**config.mk**
```make
export PLATFORM = sky130hd
export DESIGN_NAME = irq_sense_front
export DESIGN_NICKNAME = d
export VERILOG_FILES = /design/src/rtl/irq_sense_pkg.sv /design/src/rtl/irq_sync.sv /design/src/rtl/irq_line_eval.sv /design/src/rtl/irq_pend_cmd.sv /design/src/rtl/irq_sense_front.sv
export SDC_FILE = /design/constraint.sdc
export NUM_CORES = 1
export LEC_CHECK = 0
export BUFFER_PORTS_ARGS = -buffer_cell sky130_fd_sc_hd__buf_2
export CAP_MARGIN = 5
export CORE_UTILIZATION = 58
export DETAILED_ROUTE_END_ITERATION = 16
export GPL_ROUTABILITY_DRIVEN = 0
export HOLD_SLACK_MARGIN = 0.12
export PLACE_DENSITY_LB_ADDON = 0.08
export SKIP_CTS_REPAIR_TIMING = 1
export SLEW_MARGIN = 40
export SYNTH_ARGS = -nofsm -noshare
export SYNTH_HDL_FRONTEND = slang
export SYNTH_SLANG_ARGS = --single-unit
```
**constraint.sdc**
```tcl
create_clock -name clk -period 1.85 [get_ports clk]
set_input_delay 0.2775 -clock clk [delete_from_list [all_inputs] [get_ports clk]]
set_output_delay 0.2775 -clock clk [all_outputs]
set_load 0.1 [all_outputs]
```
**src/rtl/irq_sense_pkg.sv**
```systemverilog
package irq_sense_pkg;
  localparam int unsigned BYTE_W     = 8;
  localparam int unsigned CMD_IDX_W  = 3;
  localparam int unsigned CMD_SET    = 7;
  localparam int unsigned CMD_CLRALL = 6;

  typedef enum logic [1:0] {
    SEL_TRIG = 2'd0,
    SEL_POL  = 2'd1,
    SEL_PEND = 2'd2,
    SEL_NONE = 2'd3
  } reg_sel_e;
endpackage

```
**src/rtl/irq_sync.sv**
```systemverilog
module irq_sync #(
  parameter int unsigned WIDTH  = 16,
  parameter int unsigned STAGES = 2,
  parameter logic [WIDTH-1:0] RST_VAL = '1
) (
  input  logic             clk,
  input  logic             rst,
  input  logic [WIDTH-1:0] d,
  output logic [WIDTH-1:0] q
);
  logic [WIDTH-1:0] stg [STAGES];

  always_ff @(posedge clk) begin
    if (rst) begin
      for (int i = 0; i < STAGES; i++) stg[i] <= RST_VAL;
    end else begin
      stg[0] <= d;
      for (int i = 1; i < STAGES; i++) stg[i] <= stg[i-1];
    end
  end

  assign q = stg[STAGES-1];
endmodule

```
**src/rtl/irq_line_eval.sv**
```systemverilog
module irq_line_eval #(
  parameter int unsigned NLINES = 16,
  parameter int unsigned CTRS   = 2,
  parameter int unsigned SRC_W  = 4
) (
  input  logic [NLINES-1:0]     sync,
  input  logic [NLINES-1:0]     prev,
  input  logic [NLINES-1:0]     mode,
  input  logic [NLINES-1:0]     pol,
  input  logic [NLINES-1:0]     pend,
  input  logic [CTRS-1:0]       ctr_en,
  input  logic [CTRS*SRC_W-1:0] ctr_ptr,
  output logic [NLINES-1:0]     hw_next,
  output logic [NLINES-1:0]     excl,
  output logic [NLINES-1:0]     lvl_act,
  output logic [NLINES-1:0]     lvl_inact
);
  for (genvar i = 0; i < NLINES; i++) begin : g_line
    logic hit;
    logic act;
    logic rise;

    always_comb begin
      hit = 1'b0;
      for (int c = 0; c < CTRS; c++)
        if (ctr_en[c] && ctr_ptr[c*SRC_W +: SRC_W] == SRC_W'(i)) hit = 1'b1;
    end

    assign act  = ~(sync[i] ^ pol[i]);
    assign rise = act & (sync[i] ^ prev[i]);

    assign excl[i]      = hit;
    assign lvl_act[i]   = mode[i] & ~hit & act;
    assign lvl_inact[i] = mode[i] & ~hit & ~act;
    assign hw_next[i]   = hit     ? pend[i] :
                          mode[i] ? act     : (pend[i] | rise);
  end
endmodule

```
**src/rtl/irq_pend_cmd.sv**
```systemverilog
module irq_pend_cmd
  import irq_sense_pkg::*;
#(
  parameter int unsigned NLINES = 16,
  parameter int unsigned HALF_W = 1
) (
  input  logic                 cmd_v,
  input  logic [HALF_W-1:0]    half,
  input  logic                 clr_all,
  input  logic                 set_bit,
  input  logic [CMD_IDX_W-1:0] idx,
  output logic [NLINES-1:0]    set_mask,
  output logic [NLINES-1:0]    clr_mask
);
  localparam int unsigned NHALF = NLINES / BYTE_W;

  for (genvar h = 0; h < NHALF; h++) begin : g_half
    logic [BYTE_W-1:0] s_h;
    logic [BYTE_W-1:0] c_h;

    always_comb begin
      s_h = '0;
      c_h = '0;
      if (cmd_v && half == HALF_W'(h)) begin
        if (clr_all)      c_h = '1;
        else if (set_bit) s_h[idx] = 1'b1;
        else              c_h[idx] = 1'b1;
      end
    end

    assign set_mask[h*BYTE_W +: BYTE_W] = s_h;
    assign clr_mask[h*BYTE_W +: BYTE_W] = c_h;
  end
endmodule

```
**src/rtl/irq_sense_front.sv**
```systemverilog
module irq_sense_front
  import irq_sense_pkg::*;
#(
  parameter int unsigned NLINES      = 16,
  parameter int unsigned CTRS        = 2,
  parameter int unsigned SYNC_STAGES = 2,
  localparam int unsigned NHALF  = NLINES / BYTE_W,
  localparam int unsigned HALF_W = (NHALF > 1) ? $clog2(NHALF) : 1,
  localparam int unsigned SRC_W  = $clog2(NLINES)
) (
  input  logic                  clk,
  input  logic                  rst,
  input  logic [NLINES-1:0]     irq_in,
  input  logic                  wr_en,
  input  logic [1:0]            wr_sel,
  input  logic [HALF_W-1:0]     wr_half,
  input  logic [BYTE_W-1:0]     wr_data,
  input  logic [CTRS-1:0]       ctr_en,
  input  logic [CTRS*SRC_W-1:0] ctr_ptr,
  output logic [NLINES-1:0]     pend_o,
  output logic                  reeval_o
);
  reg_sel_e sel_e;
  logic     cmd_v;

  logic [NLINES-1:0] sync_w;
  logic [NLINES-1:0] trig_q, pol_q, pend_q, prev_q;
  logic              reeval_q;
  logic [NLINES-1:0] hw_next, excl, lvl_act, lvl_inact;
  logic [NLINES-1:0] set_mask, clr_mask, pend_next;

  assign sel_e = reg_sel_e'(wr_sel);
  assign cmd_v = wr_en && (sel_e == SEL_PEND);

  irq_sync #(.WIDTH(NLINES), .STAGES(SYNC_STAGES), .RST_VAL('1)) u_sync (
    .clk (clk),
    .rst (rst),
    .d   (irq_in),
    .q   (sync_w)
  );

  irq_line_eval #(.NLINES(NLINES), .CTRS(CTRS), .SRC_W(SRC_W)) u_eval (
    .sync      (sync_w),
    .prev      (prev_q),
    .mode      (trig_q),
    .pol       (pol_q),
    .pend      (pend_q),
    .ctr_en    (ctr_en),
    .ctr_ptr   (ctr_ptr),
    .hw_next   (hw_next),
    .excl      (excl),
    .lvl_act   (lvl_act),
    .lvl_inact (lvl_inact)
  );

  irq_pend_cmd #(.NLINES(NLINES), .HALF_W(HALF_W)) u_cmd (
    .cmd_v    (cmd_v),
    .half     (wr_half),
    .clr_all  (wr_data[CMD_CLRALL]),
    .set_bit  (wr_data[CMD_SET]),
    .idx      (wr_data[CMD_IDX_W-1:0]),
    .set_mask (set_mask),
    .clr_mask (clr_mask)
  );

  assign pend_next = (hw_next & ~clr_mask) | set_mask;

  always_ff @(posedge clk) begin
    if (rst) begin
      trig_q   <= '1;
      pol_q    <= '0;
      pend_q   <= '0;
      prev_q   <= '1;
      reeval_q <= 1'b0;
    end else begin
      prev_q   <= sync_w;
      pend_q   <= pend_next;
      reeval_q <= |(pend_next & ~pend_q);
      if (wr_en) begin
        for (int h = 0; h < NHALF; h++) begin
          if (wr_half == HALF_W'(h)) begin
            if (sel_e == SEL_TRIG) trig_q[h*BYTE_W +: BYTE_W] <= wr_data;
            if (sel_e == SEL_POL)  pol_q[h*BYTE_W +: BYTE_W]  <= wr_data;
          end
        end
      end
    end
  end

  assign pend_o   = pend_q;
  assign reeval_o = reeval_q;

  // reset values
  a_r1_reset_state: assert property (@(posedge clk)
    rst |=> (pend_q == '0 && !reeval_q && trig_q == '1 && pol_q == '0));

  // level lines follow the match condition
  a_r2_level_set: assert property (@(posedge clk) disable iff (rst)
    !cmd_v |=> ((pend_q & $past(lvl_act)) == $past(lvl_act)));
  a_r2_level_clr: assert property (@(posedge clk) disable iff (rst)
    !cmd_v |=> ((pend_q & $past(lvl_inact)) == '0));

  // edge-latched bits never drop without a command
  a_r3_edge_hold: assert property (@(posedge clk) disable iff (rst)
    !cmd_v |=> (($past(pend_q) & ~$past(trig_q) & ~pend_q) == '0));

  // excluded lines keep their pending state
  a_r6_excl_hold: assert property (@(posedge clk) disable iff (rst)
    !cmd_v |=> (((pend_q ^ $past(pend_q)) & $past(excl)) == '0));

  // strobe marks newly set bits only
  a_r8_strobe: assert property (@(posedge clk) disable iff (rst)
    1'b1 |=> (reeval_q == |(pend_q & ~$past(pend_q))));

  // writes with select 3 leave the configuration alone
  a_r9_sel_none: assert property (@(posedge clk) disable iff (rst)
    (wr_en && sel_e == SEL_NONE) |=> ($stable(trig_q) && $stable(pol_q)));

  // clear-all command empties the addressed half
  for (genvar h = 0; h < NHALF; h++) begin : g_chk
    a_r5_clr_all: assert property (@(posedge clk) disable iff (rst)
      (cmd_v && wr_half == HALF_W'(h) && wr_data[CMD_CLRALL])
        |=> (pend_q[h*BYTE_W +: BYTE_W] == '0));
  end
endmodule

```
# Word-level counts from Yosys, hierarchy flattened
# Memory sizes are Yosys's and may differ from the RTL's.
# Index checks and enable logic that the tools add are counted.
word_totals:
  reg_bits: 65
  mem_bits_rw: 32
  word_cells: 253
  mem_count: 1
classes:
  magnitude_cmp: 2
  eq_ne: 32
  muxes: 79
  bitwise_logic: 88
  reduce_logical: 44
mem_list:
  columns: ["name", "depth", "width", "rd", "rd_clocked_by_memory_dff", "write_ports", "line", "rtl"]
  rows:
  - ["u_sync.stg", 2, 16, 2, 0, 2, "irq_sync.sv:11", "logic [WIDTH-1:0] stg [STAGES];"]
ops:
  columns: ["op", "n"]
  rows:
  - ["$mux 1", 68]
  - ["$eq 4x4->1 const B", 16]
  - ["$mux 8", 8]
  - ["$logic_and 1x1->1", 36]
  - ["$and 16x16->16", 2]
  - ["$eq 4x3->1 const B", 8]
  - ["$mux 16", 2]
  - ["$not 16->16", 2]
  - ["$xor 1x1->1", 32]
  - ["$or 1x1->1", 18]
  - ["$not 1->1", 17]
  - ["$and 1x1->1", 16]
  - ["$eq 4x2->1 const B", 4]
  - ["$or 16x16->16", 1]
  - ["$reduce_or 16->1", 1]
  - ["$reduce_and 3->1", 4]
  - ["$eq 4x1->1 const B", 2]
  - ["$logic_not 4->1", 2]
  - ["$lt 3x4->1 const B", 1]
  - ["$demux 1 s3", 1]
  - ["$ge 3x1->1 const B", 1]
  - ["$eq 2x1->1 const B", 1]
  - ["$eq 2x2->1 const B", 1]
  - ["$logic_not 2->1", 1]

# Longest topological paths before layout
# Gate-level depths: netlist of run 1.
depth:
  depth_word: 12
  ltp_mapped: 8
  mapped_depth_nobuf: 6

# Modules after synthesis
# Synthesis of run 1 repeated with hierarchy kept, for this count alone.
hier_totals:
  hier_cells: 574
  hier_area_um2: 4877.2
modules_own_cells:
  columns: ["module", "n_inst", "cells_each", "area_per_inst_um2", "seq_area_each_um2"]
  rows:
  - ["irq_sense_front", 1, 240, 2242.2, 1301.2]
  - ["irq_line_eval", 1, 192, 1286.2, 0.0]
  - ["irq_sync", 1, 83, 994.7, 640.6]
  - ["irq_pend_cmd", 1, 59, 354.1, 0.0]

# Least setup slack after synthesis of run 1
# Ideal clock, no wire load.
synth_path:
  path_kind: "flip-flop to flip-flop"
  start: "register pend_q[8], in the netlist pend_o[8]"
  end: "register reeval_q, in the netlist reeval_o"
  t_arrival_ps: 1953
  path_slack_ps: -243
  path_stages_with_launch: 6
  path_buffers: 0
  path_cell_list: "dfxtp_1 > mux2_2 > o22a_1 > o32ai_1 > a2111oi_2 > a41oi_1"
synth_via:
  elab_chain_cells: 7
  elab_cells_between_ends: 8
synth_lines:
  columns: ["element", "line", "rtl"]
  rows:
  - ["start: declaration", "irq_sense_front.sv:27", "logic [NLINES-1:0] trig_q, pol_q, pend_q, prev_q;"]
  - ["start signal: assignment", "irq_sense_front.sv:77", "pend_q <= pend_next;"]
  - ["$or 1x1->1", "irq_line_eval.sv:36", "mode[i] ? act : (pend[i] | rise);"]
  - ["$mux 1", "irq_line_eval.sv:36", null]
  - ["$mux 1", "irq_line_eval.sv:35", "assign hw_next[i] = hit ? pend[i] :"]
  - ["$and 16x16->16", "irq_sense_front.sv:66", "assign pend_next = (hw_next & ~clr_mask) | set_mask;"]
  - ["$or 16x16->16", "irq_sense_front.sv:66", null]
  - ["$and 16x16->16 (*)", "irq_sense_front.sv:78", "reeval_q <= |(pend_next & ~pend_q);"]
  - ["$reduce_or 16->1 (*)", "irq_sense_front.sv:78", null]
  - ["end signal: assignment", "irq_sense_front.sv:78", null]
  - ["end: declaration", "irq_sense_front.sv:28", "logic reeval_q;"]
# Mark *: on every way between the ends. The rest lies on a longest branch, timed or not.
# A chain may end at the register's enable or synchronous reset.

# Worst setup path after layout of run 1
layout_path:
  start: "input ctr_en[0]"
  end: "register reeval_q, in the netlist reeval_o"
layout_via:
  elab_chain_cells: 8
  elab_cells_between_ends: 68
layout_lines:
  columns: ["element", "line", "rtl"]
  rows:
  - ["start: declaration", "irq_sense_front.sv:18", "input logic [CTRS-1:0] ctr_en,"]
  - ["$logic_and 1x1->1", "irq_line_eval.sv:26", "if (ctr_en[c] && ctr_ptr[c*SRC_W +: SRC_W] == SRC_W'(i)) hit = 1'b1;"]
  - ["$mux 1 (2 in a row)", "irq_line_eval.sv:26", null]
  - ["$mux 1", "irq_line_eval.sv:35", null]
  - ["$and 16x16->16 (*)", "irq_sense_front.sv:66", null]
  - ["$or 16x16->16 (*)", "irq_sense_front.sv:66", null]
  - ["$and 16x16->16 (*)", "irq_sense_front.sv:78", null]
  - ["$reduce_or 16->1 (*)", "irq_sense_front.sv:78", null]
# Marked as above.

==> key figures, run 1 <==
Run status
  • Status: complete, no violations

Die
  • Die height: 91.8 um
  • Cell Rows: 32
  • Die W: 91.8 um
  • Starting Density: 60.1%
  • Die area: 8420 sq um
  • I/O pin total: 57
  • Core footprint: 7770 sq um

Critical path
  • Critical path's largest stage delay: approximately 390 ps
  • Max FO, Critical Path: 7
  • Critical setup path kind: in2reg
  • Worst EP required: approximately 2100 ps
  • Worst Setup SP: ctr_en[0]
  • Reg-to-reg startpoint: pol_q[9]
  • Worst path cell trace: buf_2 -> buf_4 -> and3b_1 -> a22oi_1 -> o21ai_0 -> o31ai_1 -> a211oi_1 -> a41oi_1
  • Crit path capture type: flop
  • Worst reg2reg setup slack: roughly 120 ps
  • CP Launch Type: input port
  • Critical Path AT: 2040 ps
  • Worst path slowest cell: o31ai_1

Detailed routing
  • Avg Vias per Cell: just under 6
  • Antenna-violating nets left: 0
  • Post-DR wirelength/cell: 17.3 um
  • Total number of vias: 4423
  • First-iteration detailed-routing DRC count: 330
  • Residual DRC: 0
  • Drt first pass iters: 5
  • WL final: 13000 um

Layout
  • Final #Nets: 682
  • Fillers: a little over 600
  • Area grow syn2layout: 21.6%
  • Most common cell after layout, fill and taps aside: dfxtp_1
  • Layout Utilization: ~73%
  • Diodes inserted: 0
  • Layout cells sized above 1: 28.6%
  • Most frequent cells in the layout: dfxtp_1, nand2_1, buf_2

GRT
  • Initial antenna violation count: 0
  • Vias in the first global route: 4219
  • Total GRT Usage: 31.5%
  • Total grt overflow: 0
  • Global-route wire length before repair: 20500 um
  • Largest net degree at the start of global routing: 28

STA
  • Worst-Margin Slew: 510 ps
  • Slew Limit Fails: 0
  • Final worst-path cycle share: 95.1%
  • TNS Setup: 0 ps
  • RSZ-0062 raised after global routing: false
  • Peak Freq: 0.569 GHz
  • Tmin final: ~1800 ps
  • Worst rel slew slack: 65.9%
  • Final number of hold-violating endpoints: 0
  • Final setup fails: 0
  • Final setup skew: 9.62 ps

Pwr
  • Worst VDD drop: between 0.5 and 0.6 mV
  • Cell Pwr Density: 818 nW/um^2
  • Static Leak: between 0.002 and 0.0025 uW

Logic synthesis
  • Async S/R FF share, synth: 0%
  • Mapped cell area: 4670 sq um
  • Post-synth cell types: 61
  • Number of synthesized register bits: 97
  • Post-synth EDFFs: 0
  • Seq/Total Area, Yosys: 41.6%
  • Mean Syn Cell Area: approximately 8.5 sq um
  • Ys Warns: 0
  • Top FF cell, synth: dfxtp_1
  • Syn Inst Count: 547
  • Syn_nets: 587

Clock tree
  • H-tree Lvls: 3
  • Clk Latency, worst-skew pair: between 300 and 400 ps
  • Clock buffer depth: 2
  • Num CTS Buffers: 9
  • Reg clk slew, reported paths: 90 ps
  • TritonCTS clock tree: done
  • Root buffer cell: clkbuf_8
  • Sink Count: 97

Hold path
  • Worst hold-check path type: in2reg
  • Hold path start: wr_data[3]

Run
  • Max_cap viols: 0

Placed design
  • HPWL after DPL: ~9800 um
  • Port buffer count: between 50 and 60
[final cells by class]
class / instances / area (sq um) / share of cell area (%)
Multi-Input combinational cell: 414 / 2570 / 45.2
Clock buffer: 10 / 128 / 2.25
Sequential cell: 97 / 1950 / 34.4
Tap cell: 102 / 128 / 2.25
Clock inverter: 6 / 115 / 2.03
Inverter: 13 / 48.8 / 0.859
Timing Repair Buffer: 107 / 741 / 13.0
[path summary, 6_finish.rpt]
kind                                           to  cells past startpoint
worst max-delay path                     reeval_o                      8
worst max register to register           reeval_o                      6
worst min register to register  u_sync.stg[0][20]                      1
worst min-delay path                    trig_q[3]                      2
[layer usage]
layer  wire, um  part of all wire (%)  vias to the layer above  track usage, %
li1           -                     -                     2144               -
met1       5450                    42                     2034            39.3
met5          0                     0                        -               0
met3       1100                   8.5                       37            7.79
met2       5930                    46                      208            51.1
met4        488                   3.8                        0            14.5
[power by group]
| group | switching (uW) | internal [uW] |
|---|---|---|
| registers | 60.3 | 2170 |
| clock network | 741 | 909 |
| logic | 477 | 292 |
[synth_stat cells, types with 8 or more instances]
master	n	share of area, %
inv_1	13	1.0
o21bai_1	9	1.4
nand2b_1	8	1.1
a22oi_1	19	3.1
o22ai_1	12	1.6
nor2_1	34	2.7
o21ai_0	9	0.96
mux2_2	8	1.9
clkbuf_1	13	1.0
dfxtp_1	97	42
nor2b_1	24	3.2
nand2_1	79	6.3
a21oi_1	35	3.7
nor3_1	8	0.86
o22a_1	11	2.1
or2_2	55	7.4
mux2i_1	8	1.7
[logic make-up (layout without fill, tap and decap cells)]
kind of cell / Yosys count / in the layout / share of synthesized area (%)
compound gates: 150 / 150 / 23.1
buf+inv: 36 / 136 / 3.48
xor+xnor: 4 / 4 / 0.750
flops: 97 / 97 / 41.6
simple gates: 244 / 244 / 27.5
mux: 16 / 16 / 3.64
[through the flow]
stage | hold WS [ps] | cell area, sq um | std cells | total power, uW | worst slack [ps]
final | 179 | 5680 | 749 | 4650 | 91.1
after global routing | 161 | 5680 | 749 | 4830 | 8.02
after CTS | 89.4 | 5520 | 733 | 4630 | 153
after detailed placement | 392 | 5280 | 717 | 3010 | -213
after global placement | 390 | 5280 | 717 | 2990 | -231
after floorplan | 381 | 4680 | 547 | 2760 | 14.7
[sequential cells by signal (all words and copies together), names as in the netlist]
name	cells
u_sync.stg	32
reeval_o	1
pol_q	16
prev_q	16
pend_o	16
trig_q	16
[critical path, delay by kind of cell]
kind	cells	cell delay, ps
compound gates	5	1290
simple gates	1	230
buf+inv	2	240
(Power assumes the default switching activity.)
==> inputs of run 2 (changes only) <==
--- a/config.mk
+++ b/config.mk
@@ -7,7 +7,8 @@
 export LEC_CHECK = 0
 export BUFFER_PORTS_ARGS = -buffer_cell sky130_fd_sc_hd__buf_2
 export CAP_MARGIN = 5
-export CORE_UTILIZATION = 58
+export CORE_MARGIN = 2
+export CORE_UTILIZATION = 52
 export DETAILED_ROUTE_END_ITERATION = 16
 export GPL_ROUTABILITY_DRIVEN = 0
 export HOLD_SLACK_MARGIN = 0.12
==> constraint.sdc (replaced) <==
create_clock -name clk -period 1.5 [get_ports clk]
set_input_delay 0.225 -clock clk [delete_from_list [all_inputs] [get_ports clk]]
set_output_delay 0.225 -clock clk [all_outputs]
set_load 0.1 [all_outputs]
==> key figures, run 2 (synthesized netlist as in run 1, its figures left out) <==
Die
  • Cell Rows: 34 (was 32)
  • I/O pin total: 57 (unchanged)
  • Die W: 98.8 um (was 91.8 um)
  • Core footprint: 8720 sq um (was 7770 sq um)
  • Starting Density: 53.6% (was 60.1%)
  • Die height: 98.8 um (was 91.8 um)
  • Die area: 9760 sq um (was 8420 sq um)

Detailed routing
  • WL final: 14100 um (was 13000 um)
  • Highest Signal Layer: met4 (unchanged)
  • Drt first pass iters: 5 (unchanged)
  • Antenna-violating nets left: 0 (unchanged)
  • Met3 wire length: 1070 um (was 1100 um)
  • Total number of vias: 4749 (was 4423)
  • Post-DR wirelength/cell: 17.1 um (was 17.3 um)
  • Residual DRC: 0 (unchanged)
  • Avg Vias per Cell: 5.74 (was 5.91)
  • Met1 WL: 6010 um (was 5450 um)
  • WL met2: 6570 um (was 5930 um)
  • First-iteration detailed-routing DRC count: 343 (was 330)

Critical path
  • Worst reg2reg setup slack: -180 ps (was 120 ps)
  • Critical Path AT: 1900 ps (was 2040 ps)
  • Max FO, Critical Path: 2 (was 7)
  • Worst Reg-to-Reg Cells: 7 (was 6)
  • Crit path capture type: flop (unchanged)
  • CP Launch Type: flop (was input port)
  • Worst EP required: 1720 ps (was 2130 ps)
  • Critical setup path kind: reg2reg (was in2reg)

Layout
  • Most common cell after layout, fill and taps aside: buf_4 (was dfxtp_1)
  • Max reg flops: 32 (unchanged)
  • Area grow syn2layout: 35.6% (was 21.6%)
  • Final #Nets: 754 (was 682)
  • Most frequent cells in the layout: buf_4, nand2_1, dfxtp_1 (was dfxtp_1, nand2_1, buf_2)
  • Layout cells sized above 1: 40.3% (was 28.6%)
  • Diodes inserted: 0 (unchanged)
  • Biggest register: u_sync.stg (unchanged)
  • Post-route insts no fill: 827 (was 749)

Pwr
  • Worst VDD drop: 0.944 mV (was 0.538 mV)
  • Sw power: 1710 uW (was 1280 uW)
  • P_int: 3990 uW (was 3370 uW)
  • Switching Fraction: 30.0% (was 27.5%)
  • Clock network power share: 32.3% (was 35.5%)
  • Cell Pwr Density: 901 nW/um^2 (was 818 nW/um^2)
  • Sequential Power Share: 48.1% (was 48.0%)
  • Static Leak: 0.00259 uW (was 0.00222 uW)
  • Comb power frac: 19.6% (was 16.5%)

Placed design
  • Port buffer count: 56 (unchanged)
  • Placed Cells: 795 (was 717)
  • HPWL after DPL: 10300 um (was 9820 um)

STA
  • Tmin final: approximately 1700 ps
  • Final worst-path cycle share: 112%
  • RSZ-0062 raised after global routing: true (was false)
  • TNS Setup: -205 ps (was 0 ps)
  • Final WS setup: -179 ps (was 91.1 ps)
  • Worst rel slew slack: 67.4% (was 65.9%)
  • Final number of hold-violating endpoints: 0 (unchanged)
  • Peak Freq: 0.596 GHz
  • Final setup fails: 2 (was 0)
  • Worst-Margin Slew: 492 ps (was 510 ps)
  • Slew Limit Fails: 0 (unchanged)
  • Final setup skew: 15.3 ps (was 9.62 ps)

Clock tree
  • Sink Count: 97 (unchanged)
  • Root buffer cell: clkbuf_8 (unchanged)
  • H-tree Lvls: 3 (unchanged)
  • TritonCTS clock tree: done (unchanged)
  • Num CTS Buffers: 9 (unchanged)
  • Reg clk slew, reported paths: 100 ps (was 90 ps)
  • Clock buffer depth: 2 (unchanged)
  • Clk Latency, worst-skew pair: 370 ps (was 350 ps)

Hold path
  • Worst hold-check path type: in2reg (unchanged)
  • Hold Path Cell Cnt: 2 (unchanged)

GRT
  • Largest net degree at the start of global routing: 34 (was 28)
  • Initial antenna violation count: 0 (unchanged)
  • Total GRT Usage: 28.5% (was 31.5%)
  • Vias in the first global route: 4422 (was 4219)
  • Total grt overflow: 0 (unchanged)
  • Global-route wire length before repair: 21900 um (was 20500 um)

Run
  • Max_cap viols: 0 (unchanged)

Run status
  • Status: finished, violations left (was complete, no violations)
  • Violated checks: setup timing
[run 2: cell count changes in the layout (fill, tap and decap cells not counted), moves of 3 or more]
cell,change
buf_2,-3
buf_4,+73
clkbuf_4,+3
dfxtp_1,-14
dfxtp_2,+13
o22ai_1,-5
o22ai_2,+5
[run 2: routing by layer]
| metal | up-vias | track usage (%) |
|---|---|---|
| li1 | 2290 | - |
| met1 | 2199 | 37.2 |
| met2 | 220 | 46.0 |
| met3 | 40 | 3.69 |
| met4 | 0 | 14.9 |
| met5 | - | 0 |
[run 2: final cells by class]
type                            instances  area, sq um
Multi-Input combinational cell        414         2700
Inverter                               13         48.8
Sequential cell                        97         1970
Tap cell                              108          135
Fill cell                             678         2380
Clock inverter                          6         71.3
Timing Repair Buffer                  179         1280
Clock buffer                           10          138
[run 2: worst paths after layout]
path,startpoint,endpoint
worst max-delay path,prev_q[11],reeval_o
worst min-delay path,wr_data[3],trig_q[3]
worst max register to register,prev_q[11],reeval_o
worst min register to register,u_sync.stg[0][12],u_sync.stg[0][28]
[run 2: metrics by stage]
| stage | cell area, sq um | setup WS [ps] | utilization, % | hold WS [ps] | total power (uW) |
|---|---|---|---|---|---|
| finish | 6340 | -179 | 72.7 | 127 | 5710 |
| global route | 6340 | -286 | 72.7 | 121 | 5900 |
| CTS | 6030 | -308 | 69.2 | 22.3 | 5620 |
| detailed placement | 5820 | -686 | 66.8 | 392 | 3830 |
| global placement | 5820 | -643 | 66.8 | 390 | 3810 |
| floorplan | 4690 | -248 | - | 329 | 3410 |
[run 2: power groups by stage]
stage               Clock [uW]  Sequential [uW]  Combinational, uW
floorplan                    0             2980                432
global placement             0             2800               1010
detailed placement           0             2800               1030
CTS                       1850             2740               1030
global route              1950             2760               1190
finish                    1840             2750               1120
[run 2: critical path, cell delays in order, from the launching register on]
cell and delay [ps]:
dfxtp_1 340, nor2b_1 180, o22ai_2 150, buf_4 160, o2111ai_4 70, nand4_1 130
a2111oi_2 340, a41oi_1 160
==> inputs of run 3 (changes only) <==
==> constraint.sdc (replaced) <==
create_clock -name clk -period 1.5 [get_ports clk]
set_input_delay 0 -clock clk [delete_from_list [all_inputs] [get_ports clk]]
set_output_delay 0 -clock clk [all_outputs]
set_load 0.1 [all_outputs]
==> key figures, run 3 (synthesized netlist as in run 1, its figures left out) <==
Placed design
  • HPWL after DPL: 10200 um (was 10300 um)
  • Port buffer count: 56 (unchanged)
  • Placed Cells: 769 (was 795)
  • Placed inst area: 5620 sq um (was 5820 sq um)

Pwr
  • Sequential Power Share: 48.6% (was 48.1%)
  • Comb power frac: 19.2% (was 19.6%)
  • Switching Fraction: 30.2% (was 30.0%)
  • P_int: 3960 uW (was 3990 uW)
  • Sw power: 1710 uW (about the same)
  • Worst VDD drop: 0.696 mV (was 0.944 mV)
  • Static Leak: 0.00253 uW (was 0.00259 uW)
  • Clock network power share: 32.2% (was 32.3%)
  • Cell Pwr Density: 902 nW/um^2 (was 901 nW/um^2)

Clock tree
  • TritonCTS clock tree: done (unchanged)
  • Sink Count: 97 (unchanged)
  • Clk Latency, worst-skew pair: 360 ps (was 370 ps)
  • Num CTS Buffers: 9 (unchanged)
  • Reg clk slew, reported paths: 110 ps (was 100 ps)
  • H-tree Lvls: 3 (unchanged)
  • Root buffer cell: clkbuf_8 (unchanged)
  • Clock buffer depth: 2 (unchanged)

STA
  • Worst rel slew slack: 67.5% (was 67.4%)
  • Final number of hold-violating endpoints: 0 (unchanged)
  • Final worst-path cycle share: 106% (was 112%)
  • Tmin final: 1590 ps (was 1680 ps)
  • Peak Freq: 0.628 GHz (was 0.596 GHz)
  • Worst-Margin Slew: 486 ps (was 492 ps)
  • RSZ-0062 raised after global routing: true (unchanged)
  • Final setup fails: 2 (unchanged)
  • Slew Limit Fails: 0 (unchanged)
  • Final WS setup: -93.4 ps (was -179 ps)
  • Final setup skew: 13.5 ps (was 15.3 ps)

GRT
  • Vias in the first global route: 4272 (was 4422)
  • Global-route wire length before repair: 21300 um (was 21900 um)
  • Initial antenna violation count: 0 (unchanged)
  • Total grt overflow: 0 (unchanged)
  • Total GRT Usage: 27.8% (was 28.5%)
  • Largest net degree at the start of global routing: 43 (was 34)

Detailed routing
  • Post-DR wirelength/cell: 17.4 um (was 17.1 um)
  • Total number of vias: 4654 (was 4749)
  • Antenna-violating nets left: 0 (unchanged)
  • Drt first pass iters: 5 (unchanged)
  • WL final: 14100 um (about the same)
  • Avg Vias per Cell: 5.75 (was 5.74)
  • First-iteration detailed-routing DRC count: 270 (was 343)
  • Residual DRC: 0 (unchanged)

Die
  • Core footprint: 8720 sq um (unchanged)
  • Cell Rows: 34 (unchanged)
  • Die height: 98.8 um (unchanged)
  • Starting Density: 53.6% (unchanged)
  • I/O pin total: 57 (unchanged)
  • Die W: 98.8 um (unchanged)
  • Die area: 9760 sq um (unchanged)

Layout
  • Post-route insts no fill: 809 (was 827)
  • Design Area, Final: 6280 sq um (was 6340 sq um)
  • Most frequent cells in the layout: nand2_1, buf_4, dfxtp_1 (was buf_4, nand2_1, dfxtp_1)
  • Fillers: 696 (was 678)
  • Max reg flops: 32 (unchanged)
  • Diodes inserted: 0 (unchanged)
  • Biggest register: u_sync.stg (unchanged)
  • Layout cells sized above 1: 39.2% (was 40.3%)
  • Final #Nets: 736 (was 754)
  • Area grow syn2layout: 34.4% (was 35.6%)

Run status
  • Status: finished, violations left (unchanged)
  • Violated checks: setup timing (unchanged)

Run
  • Max_cap viols: 0 (unchanged)

Critical path
  • Worst EP required: 1740 ps (was 1720 ps)
  • Worst path cell trace: o21bai_1 -> o22ai_2 -> o2111ai_1 -> o31ai_1 -> nor4_1 -> a41oi_1 (was nor2b_1 -> o22ai_2 -> buf_4 -> o2111ai_4 -> nand4_1 -> a2111oi_2 -> a41oi_1)
  • Worst path top cell family by delay: compound AO/OA/AOI/OAI gates (unchanged)
  • Critical Path AT: 1830 ps (was 1900 ps)
  • Worst path slowest cell: dfxtp_1 (unchanged)
  • Critical setup path kind: reg2reg (unchanged)
  • Buf/Inv on CP: 0 (was 1)
  • Critical path's largest stage delay: 370 ps (was 340 ps)
  • Crit path capture type: flop (unchanged)
  • Max FO, Critical Path: 4 (was 2)
  • CP Launch Type: flop (unchanged)

Hold path
  • Worst hold-check path type: in2reg (unchanged)
[run 3: cell count changes in the layout (fill, tap and decap cells not counted), moves of 3 or more]
cell	change
clkbuf_4	-3
dfxtp_1	-8
buf_2	+3
buf_4	-27
dfxtp_2	+6
dlygate4sd3_1	+9
[run 3: worst paths after layout]
path | startpoint | end | slack (ps) | cells after the start
max | trig_q[15] | reeval_o | -90 | 6
min | wr_data[1] | pol_q[1] | 130 | 4
max reg2reg | trig_q[15] | reeval_o | -90 | 6
min reg2reg | u_sync.stg[0][10] | u_sync.stg[0][26] | 410 | 1
[run 3: power by group through the flow]
stage                     registers, uW  logic, uW  clock network, uW
after floorplan                    2980        432                  0
after global placement             2800        964                  0
after detailed placement           2810        978                  0
after CTS                          2750        983               1860
after global routing               2770       1160               1950
final                              2750       1090               1820
[run 3: cell type report]
type,count,area (sq um),share of cell area [%]
clock buffer,9,124,1.97
tap,108,135,2.15
clock inverter,7,95.1,1.51
sequential,97,1990,31.7
inverter,13,48.8,0.777
multi-input combinational,414,2740,43.6
timing repair buffer,161,1150,18.3
[run 3: through the flow]
stage	setup slack [ps]	hold slack (ps)	TNS [ps]	util, %	total power, uW
final	-93.4	134	-108	72.0	5660
after global routing	-198	138	-368	72.0	5870
after CTS	-126	-195	-350	66.9	5590
after detailed placement	-341	184	-809	64.4	3790
after global placement	-319	182	-598	64.4	3770
after floorplan	-248	104	-248	-	3410
[run 3: worst reg2reg max path, delay by kind of cell (launching register included)]
family | cells | cell delay [ps]
AND/OR/NAND/NOR | 1 | 320
flip-flops | 1 | 370
AO/OA/AOI/OAI | 5 | 790
[run 3: routing by layer]
| layer | track usage (%) | vias to the layer above | part of all wire, % |
|---|---|---|---|
| li1 | - | 2256 | - |
| met3 | 4.47 | 34 | 6.0 |
| met1 | 35.9 | 2180 | 42 |
| met5 | 0 | - | 0 |
| met4 | 11.7 | 0 | 3.1 |
| met2 | 46.0 | 184 | 49 |
